File: src/rtl/wdt_pkg.sv
package wdt_pkg;

   // Byte offsets of the implemented registers.
   localparam int unsigned OFF_COUNT  = 32'h00;
   localparam int unsigned OFF_RELOAD = 32'h04;
   localparam int unsigned OFF_KICK   = 32'h08;
   localparam int unsigned OFF_CTRL   = 32'h0C;
   localparam int unsigned OFF_WIDTH  = 32'h18;
   localparam int unsigned OFF_MASK   = 32'h1C;

   // Control bit positions used by the datapath.
   localparam int unsigned CB_EN   = 0;
   localparam int unsigned CB_SLOW = 4;

   typedef enum logic [2:0] {
      SEL_NONE,
      SEL_COUNT,
      SEL_RELOAD,
      SEL_KICK,
      SEL_CTRL,
      SEL_WIDTH,
      SEL_MASK
   } reg_sel_e;

   function automatic reg_sel_e decode_word(input int unsigned idx);
      reg_sel_e s;
      s = SEL_NONE;
      if (idx == OFF_COUNT / 4)  s = SEL_COUNT;
      if (idx == OFF_RELOAD / 4) s = SEL_RELOAD;
      if (idx == OFF_KICK / 4)   s = SEL_KICK;
      if (idx == OFF_CTRL / 4)   s = SEL_CTRL;
      if (idx == OFF_WIDTH / 4)  s = SEL_WIDTH;
      if (idx == OFF_MASK / 4)   s = SEL_MASK;
      return s;
   endfunction

endpackage

File: src/rtl/wdt_prescaler.sv
module wdt_prescaler #(
   parameter int PRESCALE = 24
) (
   input  logic clk,
   input  logic rst_n,
   input  logic run_i,
   input  logic clr_i,
   output logic tick_o
);
   localparam int PW = (PRESCALE > 2) ? $clog2(PRESCALE) : 1;
   localparam logic [PW-1:0] LAST = PW'(PRESCALE - 1);

   logic [PW-1:0] pcnt_q;

   assign tick_o = run_i & ~clr_i & (pcnt_q == LAST);

   always_ff @(posedge clk) begin
      if (!rst_n)               pcnt_q <= '0;
      else if (clr_i || !run_i) pcnt_q <= '0;
      else if (pcnt_q == LAST)  pcnt_q <= '0;
      else                      pcnt_q <= pcnt_q + 1'b1;
   end


   pre_range_chk: assert property (@(posedge clk) disable iff (!rst_n)
      pcnt_q <= LAST);


   pre_wrap_chk: assert property (@(posedge clk) disable iff (!rst_n)
      tick_o |=> pcnt_q == '0);

endmodule

File: src/rtl/wdt_countdown.sv
module wdt_countdown #(
   parameter int          CNT_W   = 32,
   parameter logic [31:0] RST_VAL = 32'h014F_B180
) (
   input  logic             clk,
   input  logic             rst_n,
   input  logic             load_i,
   input  logic [CNT_W-1:0] load_val_i,
   input  logic             step_i,
   output logic [CNT_W-1:0] count_o,
   output logic             expire_o
);
   localparam logic [CNT_W-1:0] ONE = CNT_W'(1);

   logic [CNT_W-1:0] cnt_q;

   assign count_o  = cnt_q;
   assign expire_o = step_i & ~load_i & (cnt_q == ONE);

   always_ff @(posedge clk) begin
      if (!rst_n)                       cnt_q <= RST_VAL[CNT_W-1:0];
      else if (load_i)                  cnt_q <= load_val_i;
      else if (step_i && cnt_q != '0)   cnt_q <= cnt_q - ONE;
   end


   hold_zero_chk: assert property (@(posedge clk) disable iff (!rst_n)
      (cnt_q == '0 && !load_i) |=> cnt_q == '0);


   freeze_chk: assert property (@(posedge clk) disable iff (!rst_n)
      (!load_i && !step_i) |=> $stable(cnt_q));

endmodule

File: src/rtl/wdt_ctrl_reg.sv
module wdt_ctrl_reg #(
   parameter bit LOCK_SLOW_TICK = 1'b1
) (
   input  logic        clk,
   input  logic        rst_n,
   input  logic        wr_i,
   input  logic [31:0] wdata_i,
   input  logic        clear_i,
   output logic [31:0] ctrl_o,
   output logic        en_rise_o,
   output logic        en_fall_o
);
   localparam logic [31:0] KEEP_MASK = ~32'h0000_0F00;

   logic [31:0] force_bits;
   logic [31:0] clean;
   logic [31:0] ctrl_q;

   generate
      if (LOCK_SLOW_TICK) begin : g_lock
         assign force_bits = 32'(1) << wdt_pkg::CB_SLOW;
      end else begin : g_free
         assign force_bits = '0;
      end
   endgenerate

   assign clean     = (wdata_i & KEEP_MASK) | force_bits;
   assign ctrl_o    = ctrl_q;
   assign en_rise_o = wr_i &  clean[wdt_pkg::CB_EN] & ~ctrl_q[wdt_pkg::CB_EN];
   assign en_fall_o = wr_i & ~clean[wdt_pkg::CB_EN] &  ctrl_q[wdt_pkg::CB_EN];

   always_ff @(posedge clk) begin
      if (!rst_n)       ctrl_q <= force_bits;
      else if (wr_i)    ctrl_q <= clean;
      else if (clear_i) ctrl_q <= '0;
   end


   ctrl_clean_chk: assert property (@(posedge clk) disable iff (!rst_n)
      wr_i |=> ctrl_q[11:8] == 4'h0);


   ctrl_lock_chk: assert property (@(posedge clk) disable iff (!rst_n)
      (wr_i && LOCK_SLOW_TICK) |=> ctrl_q[wdt_pkg::CB_SLOW]);


   ctrl_selfoff_chk: assert property (@(posedge clk) disable iff (!rst_n)
      (clear_i && !wr_i) |=> ctrl_q == '0);

endmodule

File: src/rtl/tick_watchdog.sv
module tick_watchdog #(
   parameter int          ADDR_W         = 6,
   parameter int          CNT_W          = 32,
   parameter int          PRESCALE       = 24,
   parameter int          WIDTH_BITS     = 20,
   parameter logic [31:0] RELOAD_RST     = 32'h014F_B180,
   parameter logic [31:0] WIDTH_RST      = 32'h0000_00FF,
   parameter logic [15:0] KICK_KEY       = 16'h4755,
   parameter bit          LOCK_SLOW_TICK = 1'b1
) (
   input  logic              clk,
   input  logic              rst_n,
   input  logic              bus_sel,
   input  logic              bus_wr,
   input  logic [ADDR_W-1:0] bus_addr,
   input  logic [31:0]       bus_wdata,
   output logic [31:0]       bus_rdata,
   input  logic              mem_rst_i,
   output logic              rst_req_o
);
   import wdt_pkg::*;

   generate
      if (ADDR_W < 5 || ADDR_W > 16) begin : g_bad_addr
         $error("tick_watchdog: ADDR_W must lie in 5..16");
      end
      if (CNT_W < 2 || CNT_W > 32) begin : g_bad_cnt
         $error("tick_watchdog: CNT_W must lie in 2..32");
      end
      if (PRESCALE < 2) begin : g_bad_pre
         $error("tick_watchdog: PRESCALE must be at least 2");
      end
      if (WIDTH_BITS < 1 || WIDTH_BITS > 32) begin : g_bad_width
         $error("tick_watchdog: WIDTH_BITS must lie in 1..32");
      end
   endgenerate

   reg_sel_e             sel;
   logic                 wr_hit;
   logic                 rd_hit;
   logic [CNT_W-1:0]     reload_q;
   logic [WIDTH_BITS-1:0] width_q;
   logic [31:0]          mask_q;
   logic [31:0]          ctrl;
   logic                 en_rise;
   logic                 en_fall;
   logic                 key_hit;
   logic                 load;
   logic                 slow_tick;
   logic                 step;
   logic [CNT_W-1:0]     cnt;
   logic                 expire;
   logic                 req_q;
   logic                 unused_bits;

   assign sel         = decode_word(int'(bus_addr[ADDR_W-1:2]));
   assign wr_hit      = bus_sel &  bus_wr;
   assign rd_hit      = bus_sel & ~bus_wr;
   assign unused_bits = ^{bus_addr[1:0], en_fall};

   assign key_hit = wr_hit && sel == SEL_KICK && bus_wdata[15:0] == KICK_KEY;
   assign load    = key_hit | en_rise;

   // Plain storage registers.
   always_ff @(posedge clk) begin
      if (!rst_n) begin
         reload_q <= RELOAD_RST[CNT_W-1:0];
         width_q  <= WIDTH_RST[WIDTH_BITS-1:0];
         mask_q   <= '0;
      end else if (wr_hit) begin
         if (sel == SEL_RELOAD) reload_q <= bus_wdata[CNT_W-1:0];
         if (sel == SEL_WIDTH)  width_q  <= bus_wdata[WIDTH_BITS-1:0];
         if (sel == SEL_MASK)   mask_q   <= bus_wdata;
      end
   end

   wdt_ctrl_reg #(
      .LOCK_SLOW_TICK (LOCK_SLOW_TICK)
   ) u_ctrl (
      .clk       (clk),
      .rst_n     (rst_n),
      .wr_i      (wr_hit && sel == SEL_CTRL),
      .wdata_i   (bus_wdata),
      .clear_i   (expire & mem_rst_i),
      .ctrl_o    (ctrl),
      .en_rise_o (en_rise),
      .en_fall_o (en_fall)
   );

   wdt_prescaler #(
      .PRESCALE (PRESCALE)
   ) u_pre (
      .clk    (clk),
      .rst_n  (rst_n),
      .run_i  (ctrl[CB_EN]),
      .clr_i  (load),
      .tick_o (slow_tick)
   );

   assign step = ctrl[CB_EN] & (ctrl[CB_SLOW] ? slow_tick : 1'b1);

   wdt_countdown #(
      .CNT_W   (CNT_W),
      .RST_VAL (RELOAD_RST)
   ) u_cnt (
      .clk        (clk),
      .rst_n      (rst_n),
      .load_i     (load),
      .load_val_i (reload_q),
      .step_i     (step),
      .count_o    (cnt),
      .expire_o   (expire)
   );

   always_ff @(posedge clk) begin
      if (!rst_n) req_q <= 1'b0;
      else        req_q <= expire & ~mem_rst_i;
   end
   assign rst_req_o = req_q;

   always_comb begin
      bus_rdata = '0;
      if (rd_hit) begin
         unique case (sel)
            SEL_COUNT:  bus_rdata = 32'(cnt);
            SEL_RELOAD: bus_rdata = 32'(reload_q);
            SEL_CTRL:   bus_rdata = ctrl;
            SEL_WIDTH:  bus_rdata = 32'(width_q);
            SEL_MASK:   bus_rdata = mask_q;
            default:    bus_rdata = '0;
         endcase
      end
   end


   restart_load_chk: assert property (@(posedge clk) disable iff (!rst_n)
      key_hit |=> cnt == $past(reload_q));


   en_rise_load_chk: assert property (@(posedge clk) disable iff (!rst_n)
      en_rise |=> cnt == $past(reload_q));


   pulse_single_chk: assert property (@(posedge clk) disable iff (!rst_n)
      rst_req_o |=> !rst_req_o);


   pulse_zero_chk: assert property (@(posedge clk) disable iff (!rst_n)
      rst_req_o |-> cnt == '0);


   memrst_quiet_chk: assert property (@(posedge clk) disable iff (!rst_n)
      (expire && mem_rst_i) |=> !rst_req_o);

endmodule

File: config.mk
export PLATFORM = sky130hd
export DESIGN_NAME = tick_watchdog
export DESIGN_NICKNAME = d
export VERILOG_FILES = /design/src/rtl/wdt_pkg.sv /design/src/rtl/wdt_prescaler.sv /design/src/rtl/wdt_countdown.sv /design/src/rtl/wdt_ctrl_reg.sv /design/src/rtl/tick_watchdog.sv
export SDC_FILE = /design/constraint.sdc
export NUM_CORES = 1
export LEC_CHECK = 0
export ABC_AREA = 1
export BUFFER_PORTS_ARGS = -buffer_cell sky130_fd_sc_hd__buf_2
export CORE_MARGIN = 2
export CORE_UTILIZATION = 45
export CTS_CLUSTER_DIAMETER = 120
export DETAILED_ROUTE_END_ITERATION = 7
export PLACE_DENSITY = 0.65
export SETUP_SLACK_MARGIN = 0.2
export SLEW_MARGIN = 20
export SYNTH_ARGS = -nofsm -noshare
export SYNTH_HDL_FRONTEND = slang
export SYNTH_SLANG_ARGS = --single-unit
File: constraint.sdc
create_clock -name clk -period 6 [get_ports clk]
set_clock_uncertainty 0.2 [all_clocks]
set_input_delay 1.2 -clock clk [delete_from_list [all_inputs] [get_ports clk]]
set_output_delay 1.2 -clock clk [all_outputs]
set_load 0.02 [all_outputs]
==> reports/qor.yml, run 1 <==
remaining_drc_errors: 0
rsz0062_at_grt: "no"
peakVddDrop_mv: 0.203
portBuffers: 73
vias: 7614
antenna_found_initial: 0
finalNonFillerCells: 1380
cts_max_level: 4
synth.area.top_cells: "dfxtp_1, nand2_1, a21oi_1"
synthSimpleGateAreaFrac: 0.259
setup_viol: 0
power_leakage_nw: 3.32
yosysTopAreaCellShare: 0.398
clock_latency_ns: 0.43
cts_hold_buf: 0
wl_per_cell_microns: 16.9
gp_congestion: 0.909
worst_pin_slew_ns: 0.962
whs_ns: 0.249
dp.cells: 1348
drtIter0Drc: 833
worstSetupStartpointType: "primary input"
synth.most_common_cell: "nand2_1"
grt_pass1_vias: 7044
clock_sinks: 150
synth-compound-area-share: 0.215
die_x_microns: 134
setup_tns_ns: 0
ys_seq_area_frac: 0.398
synth_fa_ha_area_frac: 0.00497
crit_arrival_ns: 3.09
core_area_sq_um: 16500
relSlewSlack: 0.355
n_antenna_cell: 0
synth_nets: 1156
min_path_type: "flip-flop to flip-flop"
worst-path-max-fanout: 23
grt_pass1_wl_microns: 37800
final_core_util: 0.521
hpwl_microns: 15500
routed_wl_microns: 23300
period_share: 0.748
ys_top_cells_by_count: "nand2_1, dfxtp_1, a21oi_1, inv_1, nand3_1"
die_h_microns: 134
grt.overflow.total: 0
ys_warn_count: 0
clock.fmax_mhz: 223
ioPinCount: 76
synth_cell_types: 35
netlist_area_sq_um: 7550
busiest_layer: "met2"
r2r_cells: 11
initial_core_util: 0.459
globalRouteMet3Util: 0.0445
nets: 1193
met1_usage: 0.394
synth_top_family_by_area: "simple AND/OR/NAND/NOR gates"
slowest_delay_ns: 0.48
slowest_stage: "inv_1"
row_count: 47
avgSynthCellArea_sq_um: 6.80
cts_resized: 0
ys_ff_latch: 150
syn2layout_area_growth_pct: 13.6
syn_inst: 1110
clock_path_buffers: 2
path_clk_slew_ns: 0.06
place_ws_ns: 1.56
first_pass_iters: 5
cts.root.buffer_cell: "clkbuf_16"
outcome: "completed"
cts-buffers-inserted: 17
tritoncts: "done"
path_class: "primary input to output pin"
synth_edf_count: 0
synth_xor_area_frac: 0.0255
report.final.slew_viol_count: 0
viasPerCell: 5.52
async_flop_share: 0
grt_max_degree: 72
pwr_density_cell_nw_per_um2: 258
path_cells: "buf_2 > nand2_2 > inv_1 > nand2_1 > inv_1 > a221oi_1 > nor2_1 > buf_2"
finalCriticalPeriod_ns: 4.49
synth_area_leader_cell: "dfxtp_1"
synth_ff_type: "dfxtp_1"
synthMuxAreaShare: 0
use_met2: 0.406
maxCapViolations: 0
ant_nets: 0
track_usage: 0.268
whs_path_depth: 1
cts_setup_buffers: 0
layout_setup_ws_ns: 1.51
drive_above_1_share: 0.115
finalHoldViolCount: 0
cp-end-kind: "output pin"
crit_required_ns: 4.60
die-area_sq_um: 17800
-- sequential cells by signal, summed over array words and instances (netlist names) --
signal and cells:
reload_q 32, rst_req_o 1, width_q 20, u_ctrl.ctrl_o 28, mask_q 32, u_pre.pcnt_q 5
u_cnt.count_o 32
-- cells in the final DEF, fill, tap and decap left out, types with 3 or more instances in the layout --
| cell type | synthesis | final |
|---|---|---|
| xnor2_1 | 6 | 6 |
| o21ai_1 | 13 | 13 |
| nor2_2 | 4 | 4 |
| inv_1 | 113 | 112 |
| nor2_1 | 100 | 100 |
| xor2_1 | 16 | 16 |
| o211ai_1 | 14 | 14 |
| a21oi_1 | 134 | 134 |
| o21ai_0 | 63 | 63 |
| nand3_1 | 104 | 104 |
| a31oi_1 | 7 | 7 |
| ha_1 | 3 | 3 |
| buf_4 | 8 | 13 |
| nand2_2 | 4 | 4 |
| clkinv_2 | 0 | 4 |
| bufinv_16 | 0 | 3 |
| o22ai_1 | 27 | 27 |
| clkbuf_16 | 0 | 17 |
| clkbuf_1 | 48 | 5 |
| a221oi_1 | 26 | 26 |
| buf_2 | 11 | 73 |
| nor3_1 | 6 | 5 |
| nand2_1 | 232 | 232 |
| dfxtp_1 | 150 | 150 |
| inv_2 | 4 | 5 |
-- layer usage --
layer | wire (microns) | vias up | part of all wire
met5 | 0 | - | 0
met4 | 294 | 0 | 0.013
met3 | 1330 | 20 | 0.057
met2 | 10600 | 255 | 0.45
met1 | 11100 | 3569 | 0.48
li1 | - | 3770 | -
-- kinds of logic (layout without fill, tap and decap cells) --
group | after synthesis | in the layout
simple gates | 462 | 462
compound gates | 287 | 287
buf+inv | 186 | 236
flops | 150 | 150
xor+xnor | 22 | 22
fa+ha+maj | 3 | 3
-- worst max-delay path: cells and delay by family --
| kind | cells | cell delay (ns) |
|---|---|---|
| buf+inv | 4 | 0.83 |
| simple gates | 3 | 0.60 |
| compound gates | 1 | 0.45 |
-- per-stage QoR --
stage,power [mW],cell area [sq um]
after global placement,1.15,8000
after floorplan,1.10,7550
final,2.21,8580
after detailed placement,1.15,8000
after CTS,2.22,8580
after global routing,2.28,8580
-- layout make-up --
cell class / count / area, sq um
fillers: 1688 / 7890
multi-input cells: 774 / 3810
flip-flops and latches: 150 / 3000
repair buffers: 86 / 463
clock buffers: 23 / 458
inverters: 118 / 443
well taps: 220 / 275
clock inverters: 9 / 126
-- where the power goes --
part / switching, mW / internal (mW)
logic: 0.0852 / 0.0336
registers: 0.00522 / 1.01
clock network: 0.418 / 0.663
total: 0.509 / 1.70
-- final timing paths --
kind | from | slack (ns) | endpoint
setup / recovery | bus_addr[3] | 1.51 | bus_rdata[22]
hold / removal | u_pre.pcnt_q[0]$_SDFF_PP0_ | 0.25 | u_pre.pcnt_q[0]$_SDFF_PP0_
setup reg to reg | u_cnt.count_o[0]$_SDFFE_PN0P_ | 2.92 | u_cnt.count_o[18]$_SDFFE_PN1P_
hold reg to reg | u_pre.pcnt_q[0]$_SDFF_PP0_ | 0.25 | u_pre.pcnt_q[0]$_SDFF_PP0_
Note: power is estimated with default switching activity, not from simulation.
==> run 2, diff against run 1 <==
- ABC_AREA: 1 -> 0
- clock period: 6 -> 4.48 ns (I/O delays scaled with it)
==> run 2 against run 1 <==
  * Worst setup slack worse by 0.67 ns
  * Routed wire length fell by 10%
  * Sequential share of layout area rose by 2.8 points
  * First-iteration DRC count fell by 14%
  * Largest cell class unchanged
  * Clock-buffer cell count shrank 2
  * Sequential cell count unchanged
  * Clock power grew 26%
  * Synthesized cell count decreased by 24%
  * Final cell count shrank 21%
  * Cell area is 7.3% lower
==> reports/qor.yml, run 2 <==
outcome: "completed"
syn2layout_area_growth_pct: 15.9
cts-buffers-inserted: 17
core_area_sq_um: 15000
synth_area_leader_cell: "dfxtp_1"
clock_path_buffers: 2
maxUsedRoutingLayer: "met4"
gp_congestion: 0.880
power_frac_comb: 0.051
antenna_found_initial: 0
initial_core_util: 0.456
worst-path-max-fanout: 34
die_x_microns: 127
avgSynthCellArea_sq_um: 8.17
clock.fmax_mhz: 275
pwr_density_cell_nw_per_um2: 361
setup_tns_ns: 0
synth.most_common_cell: "nand2_1"
die_h_microns: 127
n_antenna_cell: 0
cts.root.buffer_cell: "clkbuf_16"
synth_cell_types: 59
clock_sinks: 150
power_frac_clock: 0.475
netlist_area_sq_um: 6860
maxCapViolations: 0
hpwl_microns: 13400
portBuffers: 73
power_leakage_nw: 2.76
seq_power_share: 0.474
cp-end-kind: "output pin"
dp.cells: 1057
row_count: 45
crit_required_ns: 3.38
setup.worst_path.start: "bus_addr[4]"
worstSetupStartpointType: "primary input"
rsz0062_at_grt: "no"
cts_hold_buf: 0
ys_top_cells_by_count: "nand2_1, dfxtp_1, a21oi_1, clkbuf_1, a22oi_1"
report.final.slew_viol_count: 0
first_pass_iters: 6
ioPinCount: 76
final_cell_mix: "nand2_1, dfxtp_1, a21oi_1, buf_2, a22oi_1"
grt_pass1_vias: 5886
grt_max_degree: 43
cts_max_level: 4
wl_per_cell_microns: 19.2
r2r-start: "u_cnt.count_o[17]$_SDFFE_PN1P_"
drive_above_1_share: 0.160
ys_ff_latch: 150
syn_inst: 840
period_share: 0.811
crit_arrival_ns: 2.54
finalNonFillerCells: 1088
die-area_sq_um: 16300
cts_setup_buffers: 0
remaining_drc_errors: 0
worst_pin_slew_ns: 0.965
routed_wl_microns: 20900
peakVddDrop_mv: 0.276
synth_nets: 886
p_sw_frac: 0.232
async_flop_share: 0
wl_met2_microns: 9440
drtIter0Drc: 717
grt.overflow.total: 0
finalHoldViolCount: 0
ys_warn_count: 0
clock_latency_ns: 0.43
final_common_cell: "nand2_1"
viasPerCell: 5.94
relSlewSlack: 0.355
synth_ff_type: "dfxtp_1"
min_path_type: "flip-flop to flip-flop"
synth_edf_count: 0
cts_resized: 0
wl_met3_microns: 1590
path_class: "primary input to output pin"
path_clk_slew_ns: 0.06
p_int_mw: 2.20
synth.area.top_cells: "dfxtp_1, nand2_1, a21oi_1"
grt_pass1_wl_microns: 33100
ant_nets: 0
p_sw_mw: 0.665
tritoncts: "done"
nets: 934
ys_seq_area_frac: 0.438
setup_viol: 0
track_usage: 0.263
min_from: "u_pre.pcnt_q[0]$_SDFF_PP0_"
vias: 6468
yosysTopAreaCellShare: 0.438
finalCriticalPeriod_ns: 3.63
wl_met1_microns: 9470
-- run 2: cells by family after synthesis --
kind of cell | count (synthesis) | share of synthesized area
simple gates | 347 | 0.242
compound gates | 240 | 0.234
mux | 5 | 0.00802
xor+xnor | 28 | 0.0357
flops | 150 | 0.438
fa+ha+maj | 3 | 0.00547
buf+inv | 67 | 0.0374
-- run 2: path summary, 6_finish.rpt --
| path | end | slack (ns) | cells past startpoint |
|---|---|---|---|
| setup / recovery | bus_rdata[6] | 0.85 | 7 |
| hold / removal | u_pre.pcnt_q[0]$_SDFF_PP0_ | 0.24 | 1 |
| setup reg to reg | u_ctrl.ctrl_o[12]$_SDFFE_PN0P_ | 1.31 | 7 |
| hold reg to reg | u_pre.pcnt_q[0]$_SDFF_PP0_ | 0.24 | 1 |
-- run 2: metal layers --
metal / up-vias / track usage
met3: 27 / 0.0603
met1: 3065 / 0.363
met5: - / 0
li1: 3135 / -
met2: 241 / 0.409
met4: 0 / 0.0827
-- run 2: critical path, cell delays in order --
cell and delay [ns]:
buf_2 0.18, nand2_1 0.15, nor3b_2 0.17, buf_4 0.41
a222oi_1 0.18, a21oi_1 0.29, buf_2 0.23
-- run 2: stage by stage --
stage               worst slack, ns  hold WS (ns)  total power, mW  utilization  area, sq um
floorplan                     0.736         0.218             1.46            -         6860
global placement              0.900         0.232             1.53        0.492         7400
detailed placement            0.905         0.235             1.53        0.492         7400
CTS                           0.898         0.249             2.88        0.529         7950
global route                  0.775         0.273             2.95        0.529         7950
finish                        0.845         0.241             2.87        0.529         7950
-- run 2: area by class of cell --
class                      instances  area [sq um]
timing repair buffer              92           508
multi-input combinational        623          3640
clock buffer                      21           440
tap                              188           235
fill                            1464          7080
sequential                       150          3000
clock inverter                    10           106
inverter                           4          15.0
-- run 2: power groups by stage --
stage | Clock [mW] | Sequential [mW] | Combinational [mW]
finish | 1.36 | 1.36 | 0.147
global route | 1.43 | 1.36 | 0.157
CTS | 1.37 | 1.36 | 0.145
detailed placement | 0 | 1.39 | 0.144
global placement | 0 | 1.39 | 0.144
floorplan | 0 | 1.38 | 0.0744
==> run 3, diff against run 2 <==
- PLACE_DENSITY: 0.65 -> 0.67
- clock period: 4.48 -> 3.31 ns (I/O delays scaled with it)
==> run 3 against run 2 <==
  * Sequential share of layout area decreased by 1.4 points
  * Sequential power up 35%
  * Sequential cell count unchanged
==> reports/qor.yml, run 3 (synthesized netlist as in run 2, its figures left out) <==
initial_core_util: 0.456
die_x_microns: 127
remaining_drc_errors: 0
worstSetupStartpointType: "primary input"
routed_wl_microns: 20800
final_cell_mix: "nand2_1, dfxtp_1, a21oi_1, buf_2, a22oi_1"
p_sw_mw: 0.904
finalHoldViolCount: 0
grt.overflow.total: 0
crit_arrival_ns: 2.10
worst-path-max-fanout: 18
finalNonFillerCells: 1107
die-area_sq_um: 16300
finalCriticalPeriod_ns: 2.96
dp.cells: 1075
min_path_type: "flip-flop to flip-flop"
outcome: "completed"
power_leakage_nw: 2.88
path_class: "primary input to output pin"
cts_resized: 0
setup_tns_ns: 0
grt_pass1_vias: 6160
clock_path_buffers: 2
grt_pass1_wl_microns: 33100
p_sw_frac: 0.225
crit_required_ns: 2.45
peakVddDrop_mv: 0.374
cts-buffers-inserted: 17
grt_max_degree: 34
tritoncts: "done"
cts_hold_buf: 0
viasPerCell: 6.00
clock_sinks: 150
row_count: 45
p_int_mw: 3.11
wl_per_cell_microns: 18.8
cts_setup_buffers: 0
portBuffers: 73
clock_latency_ns: 0.44
power_frac_clock: 0.490
cts_max_level: 4
die_h_microns: 127
rsz0062_at_grt: "no"
ant_nets: 0
clock.fmax_mhz: 337
drive_above_1_share: 0.199
ioPinCount: 76
drtIter0Drc: 741
setup_viol: 0
core_area_sq_um: 15000
report.final.slew_viol_count: 0
cp-end-kind: "output pin"
track_usage: 0.260
syn2layout_area_growth_pct: 20.2
pwr_density_cell_nw_per_um2: 486
nets: 952
cts.root.buffer_cell: "clkbuf_16"
vias: 6646
antenna_found_initial: 1
final_common_cell: "nand2_1"
seq_power_share: 0.459
relSlewSlack: 0.483
maxCapViolations: 0
hpwl_microns: 13900
path_clk_slew_ns: 0.05
worst_pin_slew_ns: 0.771
period_share: 0.895
power_frac_comb: 0.052
gp_congestion: 0.900
first_pass_iters: 7
==> run 3: cell count changes in the layout (fill, tap and decap cells not counted), moves of 2 or more <==
cell      delta
buf_4       +15
a21oi_1     -20
buf_12       +3
clkinv_2     -4
a21oi_2     +20
clkbuf_8     +2
==> run 3: metrics by stage <==
step                hold WS (ns)  power, mW  cell area [sq um]  utilization  worst slack [ns]
CTS                        0.255       4.03               8250        0.549             0.372
floorplan                  0.218       1.98               6940            -             0.248
finish                     0.252       4.01               8250        0.549             0.346
global placement           0.235       2.08               7660        0.509             0.365
global route               0.267       4.13               8250        0.549             0.267
detailed placement         0.247       2.08               7660        0.509             0.340
==> run 3: area by class of cell <==
| type | instances | area [sq um] |
|---|---|---|
| Inverter | 4 | 15.0 |
| Multi-Input combinational cell | 623 | 3720 |
| Fill cell | 1414 | 6780 |
| Antenna cell | 1 | 2.50 |
| Tap cell | 188 | 235 |
| Timing Repair Buffer | 110 | 681 |
| Sequential cell | 150 | 3000 |
| Clock inverter | 8 | 124 |
| Clock buffer | 23 | 468 |
==> run 3: worst max-delay path, cell delays in order <==
cell and delay (ns):
buf_2 0.19, nand2_1 0.15, nor3b_2 0.21, buf_4 0.30, a222oi_1 0.13, a21oi_1 0.24, buf_2 0.22
==> run 3: worst paths after layout <==
kind | startpoint | slack, ns | end | depth (start not counted)
setup / recovery | bus_addr[4] | 0.35 | bus_rdata[6] | 7
hold / removal | width_q[11]$_SDFFE_PN0P_ | 0.25 | width_q[11]$_SDFFE_PN0P_ | 2
setup reg to reg | u_cnt.count_o[3]$_SDFFE_PN0P_ | 0.36 | u_cnt.count_o[31]$_SDFFE_PN0P_ | 7
hold reg to reg | width_q[11]$_SDFFE_PN0P_ | 0.25 | width_q[11]$_SDFFE_PN0P_ | 2
==> run 3: per-layer routing <==
| layer | routed length [microns] | global-route usage | vias up | share of wire |
|---|---|---|---|---|
| li1 | - | - | 3182 | - |
| met1 | 9390 | 0.358 | 3157 | 0.45 |
| met2 | 9310 | 0.399 | 260 | 0.45 |
| met3 | 1580 | 0.0582 | 47 | 0.076 |
| met4 | 486 | 0.0970 | 0 | 0.023 |
| met5 | 0 | 0 | - | 0 |
==> run 3: power groups by stage <==
stage | clock (mW) | sequential [mW] | combinational (mW)
5_1_grt | 2.06 | 1.84 | 0.221
2_1_floorplan | 0 | 1.87 | 0.104
6_report | 1.97 | 1.84 | 0.207
3_5_place_dp | 0 | 1.88 | 0.204
3_3_place_gp | 0 | 1.88 | 0.203
4_1_cts | 1.99 | 1.84 | 0.204
